===== src/rtl/boost_gov.sv =====
module boost_gov #(
  parameter int W        = 32,
  parameter int CW       = 16,
  parameter int TW       = 8,
  parameter int DVW      = 16,
  parameter int STEP     = 16000,
  parameter int PCT      = 100,
  parameter int BAND_NUM = 6,
  parameter int BAND_DEN = 1000,
  parameter int PERIOD   = 12,
  parameter int SUSTAIN  = 10000
) (
  input  logic          clk,
  input  logic          rst_n,
  input  logic          start,
  input  logic          ev_up,
  input  logic          ev_dn,
  input  logic [W-1:0]  avg_in,
  input  logic [W-1:0]  fmax,
  input  logic [W-1:0]  dep_thr,
  input  logic [CW-1:0] up_gain,
  input  logic [CW-1:0] dn_gain,
  input  logic [TW-1:0] up_thr,
  output logic [W-1:0]  boost,
  output logic [W-1:0]  target,
  output logic [W-1:0]  wm_avg_hi,
  output logic [W-1:0]  wm_avg_lo,
  output logic          en_above,
  output logic          en_below,
  output logic          clr_status,
  output logic          busy,
  output logic          done
);
  localparam int DW   = W + CW;
  localparam int CNTW = $clog2(DW + 1);
  localparam int HALF = STEP / 2;
  localparam int LAST = 4;

  typedef enum logic [2:0] {IDLE, LOAD, DIV, STORE, FIN} st_t;
  st_t st;

  logic [W-1:0]    a_avg, a_max, a_dep;
  logic            a_up, a_dn;
  logic [CW-1:0]   a_upg, a_dng;
  logic [TW-1:0]   a_thr;
  logic [W-1:0]    band_q, t1, prod_q;
  logic [CW-1:0]   sus;
  logic [2:0]      op;
  logic [CNTW-1:0] cnt;
  logic [DW-1:0]   quo;
  logic [DVW:0]    rem;
  logic [DVW-1:0]  dvs;

  logic [DW-1:0]   dvd_sel;
  logic [DVW-1:0]  dvs_sel;

  always_comb begin
    case (op)
      3'd0:    begin dvd_sel = DW'(a_max) * DW'(BAND_NUM);            dvs_sel = DVW'(BAND_DEN); end
      3'd1:    begin dvd_sel = DW'(boost) * DW'(a_up ? a_upg : a_dng); dvs_sel = DVW'(PCT);      end
      3'd2:    begin dvd_sel = DW'(a_avg);                            dvs_sel = DVW'(PERIOD);   end
      3'd3:    begin dvd_sel = DW'(SUSTAIN);                          dvs_sel = DVW'(a_thr);    end
      default: begin dvd_sel = DW'(t1) * DW'(sus);                    dvs_sel = DVW'(PCT);      end
    endcase
  end

  wire [DVW:0]   rem_sh  = {rem[DVW-1:0], quo[DW-1]};
  wire           fits    = rem_sh >= {1'b0, dvs};
  wire [DW:0]    up_sum  = {1'b0, quo} + (DW+1)'(STEP);
  wire           up_sat  = up_sum >= (DW+1)'(a_max);
  wire           dn_zero = quo < DW'(HALF);
  wire [W-1:0]   band_w  = W'(band_q * W'(PERIOD));
  wire [W-1:0]   lo_base = (a_avg > band_w) ? a_avg : band_w;

  assign busy = (st != IDLE);

  always_ff @(posedge clk) begin
    if (!rst_n) begin
      st <= IDLE;
      op <= '0;
      cnt <= '0;
      quo <= '0;
      rem <= '0;
      dvs <= '0;
      a_avg <= '0; a_max <= '0; a_dep <= '0;
      a_up <= 1'b0; a_dn <= 1'b0;
      a_upg <= '0; a_dng <= '0; a_thr <= '0;
      band_q <= '0; t1 <= '0; prod_q <= '0; sus <= '0;
      boost <= '0;
      target <= '0;
      wm_avg_hi <= '0;
      wm_avg_lo <= '0;
      en_above <= 1'b1;
      en_below <= 1'b1;
      clr_status <= 1'b0;
      done <= 1'b0;
    end else begin
      done <= 1'b0;
      clr_status <= 1'b0;
      case (st)
        IDLE: if (start) begin
          a_avg <= avg_in; a_max <= fmax; a_dep <= dep_thr;
          a_up <= ev_up; a_dn <= ev_dn;
          a_upg <= up_gain; a_dng <= dn_gain; a_thr <= up_thr;
          op <= '0;
          st <= LOAD;
        end
        LOAD: begin
          quo <= dvd_sel;
          dvs <= dvs_sel;
          rem <= '0;
          cnt <= '0;
          st <= DIV;
        end
        DIV: begin
          rem <= fits ? (rem_sh - {1'b0, dvs}) : rem_sh;
          quo <= {quo[DW-2:0], fits};
          cnt <= cnt + 1'b1;
          if (cnt == CNTW'(DW - 1)) st <= STORE;
        end
        STORE: begin
          case (op)
            3'd0: band_q <= quo[W-1:0];
            3'd1: begin
              if (a_up) begin
                en_below <= 1'b1;
                if (up_sat) begin
                  boost <= a_max;
                  en_above <= 1'b0;
                end else begin
                  boost <= up_sum[W-1:0];
                  en_above <= 1'b1;
                end
              end else if (a_dn) begin
                en_above <= 1'b1;
                if (dn_zero) begin
                  boost <= '0;
                  en_below <= 1'b0;
                end else begin
                  boost <= quo[W-1:0];
                  en_below <= 1'b1;
                end
              end
            end
            3'd2: t1 <= quo[W-1:0];
            3'd3: sus <= quo[CW-1:0];
            default: prod_q <= quo[W-1:0];
          endcase
          if (op == 3'(LAST)) st <= FIN;
          else begin
            op <= op + 1'b1;
            st <= LOAD;
          end
        end
        FIN: begin
          target <= prod_q + boost;
          wm_avg_hi <= a_avg + band_w;
          wm_avg_lo <= lo_base - band_w;
          if (a_dep != '0) begin
            if (a_avg >= a_dep) en_below <= 1'b1;
            else if (boost == '0) en_below <= 1'b0;
          end
          done <= 1'b1;
          clr_status <= 1'b1;
          st <= IDLE;
        end
        default: st <= IDLE;
      endcase
    end
  end
endmodule



===== config.mk =====
export PLATFORM = sky130hd
export DESIGN_NAME = boost_gov
export DESIGN_NICKNAME = d
export VERILOG_FILES = /design/src/rtl/boost_gov.sv
export SDC_FILE = /design/constraint.sdc
export NUM_CORES = 2
export LEC_CHECK = 0
export ABC_AREA = 1
export ABC_CLOCK_PERIOD_IN_PS = 7200
export BUFFER_PORTS_ARGS = -buffer_cell sky130_fd_sc_hd__clkbuf_2
export CAP_MARGIN = 20
export CORE_ASPECT_RATIO = 0.7
export CORE_MARGIN = 4
export CORE_UTILIZATION = 59
export CTS_BUF_LIST = sky130_fd_sc_hd__clkbuf_16
export CTS_CLUSTER_SIZE = 40
export DETAILED_ROUTE_END_ITERATION = 7
export MAX_ROUTING_LAYER = met4
export PLACE_DENSITY = 0.84
export SYNTH_ARGS = -nofsm -noshare
export SYNTH_HDL_FRONTEND = slang
export SYNTH_SLANG_ARGS = --single-unit

===== constraint.sdc =====
create_clock -name clk -period 7.2 [get_ports clk]
set_clock_uncertainty 0.15 [all_clocks]
set_input_delay 2.16 -clock clk [delete_from_list [all_inputs] [get_ports clk]]
set_output_delay 2.16 -clock clk [all_outputs]
set_load 0.05 [all_outputs]

==> run metrics <==
status=completed; total grt overflow=0; Layout Area Growth over Synthesis=10.89%; top_reg_cell synth=dfxtp_1; Finished Core Util=66.43%; vias per cell=5.999; Fin Hold WS=0.3004 ns; CTS Buf Count=49; initial core utilization=59.90%; Final period util=96.17%; CTS max path bufs=3; Synth Instances=9082; GPL Wtd Cong=1.117; CTS tree=done; number of global-route vias before repair=62440; DP Worst Slack=0.1682 ns; Crit path largest cell delay=0.70 ns; P_leak=36.23 nW; pin count of the biggest net entering global routing=148; first-pass GRT wire length=383600 um; Post-synth EDFFs=0; Req. time, crit path=7.60 ns; initial antenna violation count=13; number of fill cells in the layout=9371; worst setup margin=0.2754 ns; metal3 WL=40830 um; PwrDens=213.0 nW/um^2; Overall Global Routing Usage=45.20%; Crit Path Class=reg2reg; minimum clock period=6.925 ns; row count=100; multi-input logic area=46660 um^2; Routed Antenna Nets=0; via count=65200; Final Max Slew Viols=0; DR top layer=met4; Critical Path AT=7.33 ns; Setup crit start kind=flip-flop; Reg-to-Reg End=quo[32]; post-route cell area=71230 um^2; Least-Margin Pin Slew=1.215 ns; Final Routed Wirelength=256000 um; Avg Synthesized Cell Area=7.072 um^2; number of cells on the critical path=26; final hold vios=0; Post-Place Cells=10760; DRC Markers=0; placed instance area=69200 um^2; headroom to the max-slew limit=18.16%; die height=284.1 um; TritonRoute pass-1 iters=8; drt initial violations=9536; worst reg-to-reg path cell count=26; share of layout cells above drive strength 1=9.134%; DRT met1 WL=105100 um; chip width=402.4 um; input/output buffers=273; worst hold path type=reg2reg; Seq/Total Area, Yosys=14.46%; die area=114300 um^2; Worst R2R Setup Slack=0.28 ns; YS warnings=0; Setup crit start=sus[3]; #FFs+latches synth=464; setup TNS=0 ns; DPL Wire Length=210300 um; Layout Nets=10870; slowest stage cell, crit path=dfxtp_1; Setup crit end=quo[32]; crit path buf inv count=6; drt wl/cell=23.56 um; metal2 WL=98050 um; # clock sinks=464; Critical Path Fanout Max=9; endpoints failing setup=0; Netlist cell types=57; clock slew at reported path FFs=0.08 ns; syn_nets=10570; clk_lat worst skew=0.66 ns; core region area=107200 um^2; max-cap violations=0; Max VDD drop=388.0 uV; Final Total Pwr=15.17 mW; # IOs=274; Cell Area, Synth=64230 um^2; CTS H-tree lvls=2; Post-synth ARST share=0%; CP endpoint kind=flip-flop; Sequential cell area=9295 um^2; r2r startpoint=sus[3]; hold path depth=2; Achievable Freq=144.4 MHz; CP top delay family=adder cells; Final Non-Filler Cells=10870; CTS root buf=clkbuf_16
[flip-flops by register name (all words and copies together) (netlist names), 3 cells and up]
| signal | count |
|---|---|
| a_avg | 32 |
| a_dep | 32 |
| a_dng | 16 |
| a_max | 32 |
| a_thr | 8 |
| a_upg | 16 |
| band_q | 30 |
| boost | 32 |
| cnt | 6 |
| dvs | 9 |
| op | 3 |
| prod_q | 32 |
| quo | 48 |
| rem | 16 |
| st | 3 |
| sus | 16 |
| t1 | 32 |
| target | 32 |
| wm_avg_hi | 32 |
| wm_avg_lo | 32 |
[final cells by class]
class	count	area share (%)
multi-input cells	6368	65.51
flip-flops and latches	464	13.05
clock inverters	41	0.7061
repair buffers	677	6.798
clock buffers	50	1.757
well taps	1428	2.508
diodes	13	0.04567
inverters	1826	9.626
[kinds of logic (layout without fill, tap and decap cells)]
group / count (synthesis) / after routing / synth area share (%)
flops: 464 / 464 / 14.46
buf+inv: 2250 / 2594 / 13.26
compound gates: 1727 / 1727 / 14.50
fa+ha+maj: 1342 / 1342 / 35.98
xor+xnor: 139 / 139 / 1.895
simple gates: 3160 / 3160 / 19.89
other cells: 0 / 13 / 0
[cell usage in the layout (no fill, tap or decap), types with 12 or more instances in the layout]
master,instances
nor3_1,50
dfxtp_1,459
diode_2,13
o22ai_1,18
o21a_1,17
a21oi_1,767
a211oi_1,14
o211ai_1,42
xnor2_1,37
clkinv_1,18
or2_2,20
fa_1,841
nand4_1,82
inv_2,12
nor4_1,39
buf_12,33
clkbuf_2,272
nor2_1,824
o21bai_1,39
ha_1,497
nand3_1,251
nand2_1,1828
o221ai_1,23
o21ai_1,16
xor2_1,99
o21ai_0,654
a31oi_1,56
inv_1,1805
buf_4,369
clkbuf_16,51
a21o_1,26
[worst min path at each step]
| stage | start | end | slack, ns |
|---|---|---|---|
| finish | a_thr[4] | a_thr[4] | 0.30 |
| global route | a_thr[0] | a_thr[0] | 0.32 |
| CTS | a_thr[7] | a_thr[7] | 0.30 |
| detailed placement | a_thr[7] | a_thr[7] | 0.29 |
| global placement | cnt[5] | cnt[5] | 0.29 |
| floorplan | a_thr[7] | a_thr[7] | 0.27 |
[worst min-delay path, stage by stage (launching register included)]
cell	delay, ns
dfxtp_1	0.31
inv_1	0.05
a21oi_1	0.05
[cell usage after synthesis (10+ instances only)]
cell / count / area, um^2
nand2_1: 1832 / 6877
inv_1: 1803 / 6768
fa_1: 842 / 16860
nor2_1: 832 / 3123
a21oi_1: 770 / 3854
o21ai_0: 673 / 3368
ha_1: 500 / 6256
dfxtp_1: 464 / 9289
clkbuf_1: 381 / 1430
nand3_1: 256 / 1281
xor2_1: 101 / 884.6
nand4_1: 82 / 513.0
a31oi_1: 56 / 350.3
nor3_1: 56 / 280.3
nor4_1: 43 / 269.0
o211ai_1: 42 / 315.3
o21bai_1: 40 / 300.3
xnor2_1: 38 / 332.8
a21o_1: 26 / 195.2
o221ai_1: 23 / 201.4
or2_2: 21 / 131.4
o22ai_1: 18 / 112.6
buf_2: 17 / 85.08
o21a_1: 17 / 127.6
buf_1: 15 / 56.30
a211oi_1: 14 / 105.1
clkinv_1: 13 / 48.80
a21boi_0: 12 / 90.09
inv_2: 10 / 37.54
o2111ai_1: 10 / 87.58
[routing by layer]
layer / vias up / track usage [%]
met4: 0 / 16.24
li1: 28850 / -
met3: 693 / 15.39
met1: 31030 / 64.56
met2: 4624 / 58.84
met5: - / -
[power breakdown]
part / total (mW) / switching [mW] / internal (mW)
Combinational: 8.78 / 6.07 / 2.71
Clock: 2.89 / 1.25 / 1.64
Sequential: 3.50 / 0.596 / 2.91
[repair_timing]
item | CTS | global route
endpoints found under the setup margin | 0 | 42
endpoints found under the hold margin | 0 | 0
gates resized for setup | 0 | 62
hold buffers | 0 | 0
setup buffers | 0 | 3
Note: power is estimated with default switching activity, not from simulation.
